===== src/rtl/stepper_pkg.sv =====
package stepper_pkg;
  typedef enum logic [1:0] {
    ST_IDLE  = 2'd0,
    ST_XFER  = 2'd1,
    ST_DELAY = 2'd2
  } seq_state_t;
endpackage


===== src/rtl/btn_edge_sync.sv =====
module btn_edge_sync #(
  parameter int SYNC_N = 2
) (
  input  logic clk,
  input  logic rst,
  input  logic btn_raw,
  output logic press
);
  logic [SYNC_N-1:0] chain_q;
  logic              last_q;

  always_ff @(posedge clk) begin
    if (rst) begin
      chain_q <= '0;
      last_q  <= 1'b0;
    end else begin
      chain_q <= {chain_q[SYNC_N-2:0], btn_raw};
      last_q  <= chain_q[SYNC_N-1];
    end
  end

  assign press = chain_q[SYNC_N-1] & ~last_q;


  single_pulse_chk: assert property (@(posedge clk) disable iff (rst)
    press |=> !press);
endmodule


===== src/rtl/lockout_timer.sv =====
module lockout_timer #(
  parameter int LOCK_CYCLES = 25_000_000
) (
  input  logic clk,
  input  logic rst,
  input  logic run,
  output logic done
);
  localparam int CW = (LOCK_CYCLES > 2) ? $clog2(LOCK_CYCLES) : 1;
  localparam logic [CW-1:0] LAST = CW'(LOCK_CYCLES - 1);

  logic [CW-1:0] cnt_q;

  always_ff @(posedge clk) begin
    if (rst)               cnt_q <= '0;
    else if (run && !done) cnt_q <= cnt_q + 1'b1;
    else                   cnt_q <= '0;
  end

  assign done = run && (cnt_q == LAST);


  cnt_bound_chk: assert property (@(posedge clk) disable iff (rst)
    cnt_q <= LAST);


  idle_clear_chk: assert property (@(posedge clk) disable iff (rst)
    !run |=> cnt_q == '0);
endmodule


===== src/rtl/lane_stepper.sv =====
module lane_stepper
  import stepper_pkg::*;
#(
  parameter int WORD_W = 32,
  parameter int LANE_W = 8
) (
  input  logic                        clk,
  input  logic                        rst,
  input  logic                        press,
  input  logic                        lock_done,
  input  logic [WORD_W-1:0]           word_in,
  output logic                        in_delay,
  output logic [LANE_W-1:0]           led_out,
  output logic [$clog2(WORD_W/LANE_W)-1:0] lane_idx
);
  localparam int LANES = WORD_W / LANE_W;
  localparam int IW    = $clog2(LANES);
  localparam logic [IW-1:0] LAST_LANE = IW'(LANES - 1);

  seq_state_t            state_q;
  logic [WORD_W-1:0]     hold_q;
  logic [IW-1:0]         cursor_q;
  logic [LANE_W-1:0]     led_q;
  logic [IW-1:0]         idx_q;
  logic [LANE_W-1:0]     lanes [LANES];

  // Lane 0 comes straight from the input (it is captured in the same
  // cycle); the other lanes come from the holding register.
  genvar g;
  generate
    for (g = 0; g < LANES; g++) begin : g_lane
      if (g == 0) begin : g_first
        assign lanes[g] = word_in[LANE_W-1:0];
      end else begin : g_rest
        assign lanes[g] = hold_q[g*LANE_W +: LANE_W];
      end
    end
  endgenerate

  always_ff @(posedge clk) begin
    if (rst) begin
      state_q  <= ST_IDLE;
      hold_q   <= '0;
      cursor_q <= '0;
      led_q    <= '0;
      idx_q    <= '0;
    end else begin
      unique case (state_q)
        ST_IDLE: if (press) state_q <= ST_XFER;
        ST_XFER: begin
          if (cursor_q == '0) hold_q <= word_in;
          led_q    <= lanes[cursor_q];
          idx_q    <= cursor_q;
          cursor_q <= (cursor_q == LAST_LANE) ? '0 : cursor_q + 1'b1;
          state_q  <= ST_DELAY;
        end
        ST_DELAY: if (lock_done) state_q <= ST_IDLE;
        default:  state_q <= ST_IDLE;
      endcase
    end
  end

  assign in_delay = (state_q == ST_DELAY);
  assign led_out  = led_q;
  assign lane_idx = idx_q;


  led_hold_chk: assert property (@(posedge clk) disable iff (rst)
    (state_q != ST_XFER) |=> ($stable(led_q) && $stable(idx_q)));


  cursor_step_chk: assert property (@(posedge clk) disable iff (rst)
    (state_q == ST_XFER) |=> (idx_q == $past(cursor_q)));


  delay_hold_chk: assert property (@(posedge clk) disable iff (rst)
    (state_q == ST_DELAY && !lock_done) |=> state_q == ST_DELAY);


  xfer_once_chk: assert property (@(posedge clk) disable iff (rst)
    (state_q == ST_XFER) |=> state_q == ST_DELAY);


  hold_keep_chk: assert property (@(posedge clk) disable iff (rst)
    (state_q != ST_XFER || cursor_q != '0) |=> $stable(hold_q));
endmodule


===== src/rtl/led_byte_stepper.sv =====
module led_byte_stepper #(
  parameter int WORD_W      = 32,
  parameter int LANE_W      = 8,
  parameter int LOCK_CYCLES = 25_000_000
) (
  input  logic        clk,
  input  logic        rst,
  input  logic        btn_level,
  input  logic [31:0] word_in,
  output logic [7:0]  led_out,
  output logic [1:0]  lane_idx
);
  logic press;
  logic in_delay;
  logic lock_done;

  btn_edge_sync #(.SYNC_N(2)) u_sync (
    .clk     (clk),
    .rst     (rst),
    .btn_raw (btn_level),
    .press   (press)
  );

  lockout_timer #(.LOCK_CYCLES(LOCK_CYCLES)) u_timer (
    .clk  (clk),
    .rst  (rst),
    .run  (in_delay),
    .done (lock_done)
  );

  lane_stepper #(.WORD_W(WORD_W), .LANE_W(LANE_W)) u_seq (
    .clk       (clk),
    .rst       (rst),
    .press     (press),
    .lock_done (lock_done),
    .word_in   (word_in),
    .in_delay  (in_delay),
    .led_out   (led_out),
    .lane_idx  (lane_idx)
  );
endmodule


===== config.mk =====
export PLATFORM = sky130hd
export DESIGN_NAME = led_byte_stepper
export DESIGN_NICKNAME = d
export VERILOG_FILES = /design/src/rtl/stepper_pkg.sv /design/src/rtl/btn_edge_sync.sv /design/src/rtl/lockout_timer.sv /design/src/rtl/lane_stepper.sv /design/src/rtl/led_byte_stepper.sv
export SDC_FILE = /design/constraint.sdc
export NUM_CORES = 1
export LEC_CHECK = 0
export BUFFER_PORTS_ARGS = -buffer_cell sky130_fd_sc_hd__buf_4
export CAP_MARGIN = 20
export CORE_MARGIN = 2
export CORE_UTILIZATION = 45
export DETAILED_ROUTE_END_ITERATION = 7
export PLACE_DENSITY = 0.65
export SLEW_MARGIN = 10
export SYNTH_ARGS = -nofsm -noshare
export SYNTH_HDL_FRONTEND = slang
export SYNTH_SLANG_ARGS = --single-unit

===== constraint.sdc =====
create_clock -name clk -period 2.2 [get_ports clk]
set_clock_uncertainty 0.15 [all_clocks]
set_input_delay 0.33 -clock clk [delete_from_list [all_inputs] [get_ports clk]]
set_output_delay 0.33 -clock clk [all_outputs]
set_load 0.05 [all_outputs]

# Yosys cells after proc, flatten, opt, wreduce, memory -nomap -nowiden
# Index checks and enable logic that the tools add are counted.
[totals] regBits=74 out_inout_bits=10 wordCells=36
[classes] n_addsub=2 magnitude_cmp=1 eq_ne=6 muxes=7 bitwise_logic=4 reduce_logical=8
[ops] op="$add A25 B1 Y25 const B" n=1
[ops] op="$eq A25 B25 Y1 const B" n=1
[ops] op="$bmux W8 S2" n=1
[ops] op="$mux W8" n=2
[ops] op="$mux W2" n=3
[ops] op="$pmux W2 S3" n=1
[ops] op="$eq A2 B2 Y1 const B" n=2
[ops] op="$logic_not A2 Y1" n=2
[ops] op="$ne A2 B2 Y1 const B" n=2
[ops] op="$reduce_and A2 Y1" n=2
[ops] op="$ge A3 B3 Y1 const B" n=1
[ops] op="$not A2 Y3" n=1
[ops] op="$add A2 B1 Y2 const B" n=1
[ops] op="$eq A2 B1 Y1 const B" n=1
[ops] op="$logic_and A1 B1 Y1" n=2
[ops] op="$not A1 Y1" n=2
[ops] op="$reduce_or A2 Y1" n=1
[ops] op="$and A1 B1 Y1" n=1
[ops] op="$logic_not A1 Y1" n=1

# Longest topological paths before layout
[depth] ltp_word=6 depth_mapped=8

# By module
# A second synthesis with hierarchy kept.
[hier_totals] cells_unflattened=308 area_unflattened_um2=2829.0
[by_module_without_submodules] mod="lane_stepper" instances=1 cells_each=167 area_per_inst_um2=1564.0
[by_module_without_submodules] mod="lockout_timer" instances=1 cells_each=134 area_per_inst_um2=1177.4
[by_module_without_submodules] mod="btn_edge_sync" instances=1 cells_each=7 area_per_inst_um2=87.6

# Worst setup path before layout
# Ideal clock, no wire load.
[synth_path] path_type="register to register" start="register u_timer.cnt_q[8]" end="register u_seq.state_q[1]" setup_time_ps=125 t_arrival_ps=1906 slack_ps=19 stages_incl_launch_ff=6 n_path_buf=1 path_cell_list="dfxtp_1 or4b_1 or4_4 o31ai_4 buf_6 o21ai_2"
[synth_via] elab_chain_cells=4
[synth_lines] item="start: declaration" line_no="lockout_timer.sv:12" source="logic [CW-1:0] cnt_q;"
[synth_lines] item="start signal: assignment" line_no="lockout_timer.sv:16" source="else if (run && !done) cnt_q <= cnt_q + 1'b1;"
[synth_lines] item="$eq A25 B25 Y1" line_no="lockout_timer.sv:20" source="assign done = run && (cnt_q == LAST);"
[synth_lines] item="$logic_and A1 B1 Y1" line_no="lockout_timer.sv:20"
[synth_lines] item="$ne A2 B2 Y1 (no source line)"
[synth_lines] item="$reduce_and A2 Y1 (no source line)"
[synth_lines] item="end signal: assignment" line_no="lane_stepper.sv:42" source="state_q <= ST_IDLE;"
[synth_lines] item="end signal: assignment" line_no="lane_stepper.sv:49" source="ST_IDLE: if (press) state_q <= ST_XFER;"
[synth_lines] item="end signal: assignment" line_no="lane_stepper.sv:55" source="state_q <= ST_DELAY;"
[synth_lines] item="end: declaration" line_no="lane_stepper.sv:20" source="seq_state_t state_q;"
# Every way passes these cells.
# A chain may end at the register's enable or synchronous reset.

# Worst setup path in the final report
[layout_path] start="register u_timer.cnt_q[6]" end="register u_timer.cnt_q[20]"
[layout_via] elab_chain_cells=6 word_cells_on_any_way=7 classes_between="add/sub: 1; eq/ne: 1; bitwise: 1; reduce/logical: 4"
[layout_lines] item="parallel branches: the longest is 6 deep, another holds $add A25 B1 Y25"
# Parallel ways; which one is timed is not known.

==> metrics <==
CTS tree=yes; Worst slew margin=0.619; Final HPWL DP=4220 um; Pwr per Cell Area=650 nW/um^2; Req. time, crit path=2260 ps; clock buffer depth=2; clk slew on worst S/H paths=70 ps; HP Class=input pin to flip-flop; final setup TNS=0 ps; worst vdd ir=0.000401 V; FF+latch area=1320 sq um; largest net degree at the start of global routing=41; CP endpoint kind=flip-flop; htree depth=3; GRT busiest layer=met2; post-DR wirelength/cell=12.8 um; RSZ-0062 raised after global routing=true; vias in the first global route=2,189; Cell variety after synth=33; Buf+Inv Stages, Crit Path=1; CP max FO=8; synthesized area=2760 sq um; Achievable Freq=468 MHz; Tot Pwr=2.25 mW; Setup CP Type=flip-flop to flip-flop; 1st-iter DRT viols=92; register area share after synthesis=0.479; chip height=82.3 um; Comb pwr share=0.060; top cells by area, synth=dfxtp_1 48%, nand2_1 11%, a21oi_1 8.3%; number of buffers created by CTS=9; Root Driver=clkbuf_8; GRT overflow=0; Layout Nets=416; ANT cells=0; I/O Pins=45; max_cap viols=0; Final ANT Viol Nets=0; core area=5920 sq um; Synth Register Bits=66; dominant synthesized flop cell=dfxtp_1; Port Buf Inserts=44; number of flops mapped to enable cells by yosys=0; Yosys warning count=0; critical path arrival=2200 ps; hold-fix buffers at CTS=0; vias per cell=5.11; vias post-DR=2,336; # setup viols final=0; DRC=0; Final Hold Viols=0; initial core utilization=0.466; Layout Area Growth over Synthesis=25.4%; Reg power frac=0.542; Cells after Synth=316; Final Max Slew Viols=0; Clock Latency Late Sink=340 ps; Die ar.=6780 sq um; postcts setup bufs=0; total global-route track usage=0.189; cell family with most CP delay=simple AND/OR/NAND/NOR gates; Synth top area share=0.479; Slew @ Worst Pin=570 ps; Slowest cell on crit path=or4_4; DRT Pass-1 Iters=4; DIE WIDTH=82.3 um; clock sink total=66; Multi-input gate area=1330 sq um; met2 Use GR=0.306; Internal Power=1.74 mW; period utilization=0.972; min cycle time layout=2140 ps; initial antenna violation count=0; worst path cell trace=or4b_1, or4_4, o31ai_4, buf_4, a21oi_1; final wirelength=5830 um; Leakage Power=1.24 nW; row count=28; Filler cells=554; Clk pwr share=0.397; ys async rst share=0; met1 usage=0.239; Sw Pwr=0.507 mW; first-pass GRT wire length=9660 um; critical path's largest stage delay=500 ps; area leader, netlist=dfxtp_1; status=completed; sw frac=0.225; syn_nets=354; synthesized area per cell=8.73 sq um; met3 Use GR=0.0326; hold_ws=57.5 ps; CP Launch Type=flip-flop; routability cong.=0.744; layout cells sized above 1=0.249
-- repair_timing --
item,4_1_cts,5_1_grt
resized for setup,0,1
endpoints found under the setup margin,0,17
hold endpoints to repair,0,0
-- sequential cells by signal, indices dropped and copies added (netlist names) --
name	cells
u_seq.hold_q	24
u_seq.cursor_q	2
u_seq.led_out	8
u_seq.lane_idx	2
u_seq.state_q	2
u_timer.cnt_q	25
u_sync.last_q	1
u_sync.chain_q	2
-- worst reg2reg max path: stages (launching register included) --
cell     delay [ps]
dfxtp_1         330
or4b_1          490
or4_4           500
o31ai_4         290
buf_4           210
a21oi_1          50
-- final timing paths --
| path | from | to | slack, ps | depth (start not counted) |
|---|---|---|---|---|
| worst min register to register | u_sync.last_q | u_seq.state_q[0] | 250 | 1 |
| worst max register to register | u_timer.cnt_q[6] | u_timer.cnt_q[20] | 60 | 5 |
| worst max-delay path | u_timer.cnt_q[6] | u_timer.cnt_q[20] | 60 | 5 |
| worst min-delay path | btn_level | u_sync.chain_q[0] | 60 | 2 |
-- stage by stage --
stage	utilization	instance area, sq um	std cells	setup WS [ps]
finish	0.585	3460	457	61.5
global route	0.585	3460	457	-8.37
CTS	0.584	3460	457	54.2
detailed placement	0.555	3290	442	73.9
global placement	0.555	3290	442	98.9
floorplan	-	2760	316	19.1
-- routing by layer --
metal	vias to the layer above	part of all wire
met5	-	0
met4	0	0.024
met3	11	0.030
met2	36	0.46
met1	1072	0.49
li1	1217	-
-- area by class of cell --
cell class                      instances  share of cell area
Inverter                                6             0.00651
Multi-Input combinational cell        226               0.385
Timing Repair Buffer                   69               0.151
Clock inverter                          3             0.00434
Clock buffer                           12              0.0448
Tap cell                               75              0.0271
Sequential cell                        66               0.382
-- power by group through the flow --
stage | Sequential, mW | Clock (mW) | Combinational, mW
floorplan | 1.26 | 0 | 0.0571
global placement | 1.25 | 0 | 0.135
detailed placement | 1.25 | 0 | 0.136
CTS | 1.22 | 0.912 | 0.136
global route | 1.22 | 0.960 | 0.147
finish | 1.22 | 0.893 | 0.136
-- cells by family after synthesis --
kind of cell    after synthesis  share of synthesized area
compound gates               58                      0.116
mux                           8                     0.0653
fa+ha+maj                     3                     0.0136
simple gates                144                      0.246
xor+xnor                     13                     0.0413
flops                        66                      0.479
buf+inv                      24                     0.0390
-- synth_stat cells, types with 2 or more instances --
cell type / count
inv_1: 6
o31ai_1: 4
buf_1: 4
nand3_1: 8
dfxtp_1: 66
or3_1: 7
nor3_1: 2
xor2_1: 5
ha_1: 3
clkbuf_1: 10
nor4b_1: 2
mux4_2: 8
xnor2_1: 8
o21ai_0: 6
nand4_1: 6
and3_1: 3
buf_2: 2
nor4_1: 2
nor2b_1: 4
or4_1: 6
buf_6: 2
nand2_1: 79
a21oi_1: 46
nor2_1: 17
and2_1: 2
-- cell usage in the layout, fill, tap and decap left out, types with 2 or more instances in the layout --
| cell | synthesis | final |
|---|---|---|
| nand2_1 | 79 | 79 |
| buf_4 | 0 | 68 |
| dfxtp_1 | 66 | 66 |
| a21oi_1 | 46 | 46 |
| nor2_1 | 17 | 17 |
| clkbuf_8 | 0 | 11 |
| nand3_1 | 8 | 8 |
| xnor2_1 | 8 | 8 |
| mux4_2 | 8 | 8 |
| or3_1 | 7 | 7 |
| inv_1 | 6 | 6 |
| nand4_1 | 6 | 6 |
| or4_1 | 6 | 6 |
| o21ai_0 | 6 | 6 |
| xor2_1 | 5 | 5 |
| nor2b_1 | 4 | 4 |
| o31ai_1 | 4 | 4 |
| and3_1 | 3 | 3 |
| ha_1 | 3 | 3 |
| clkinv_2 | 0 | 3 |
| and2_1 | 2 | 2 |
| nor4b_1 | 2 | 2 |
| nor4_1 | 2 | 2 |
| nor3_1 | 2 | 2 |
Note: power is estimated with default switching activity, not from simulation.
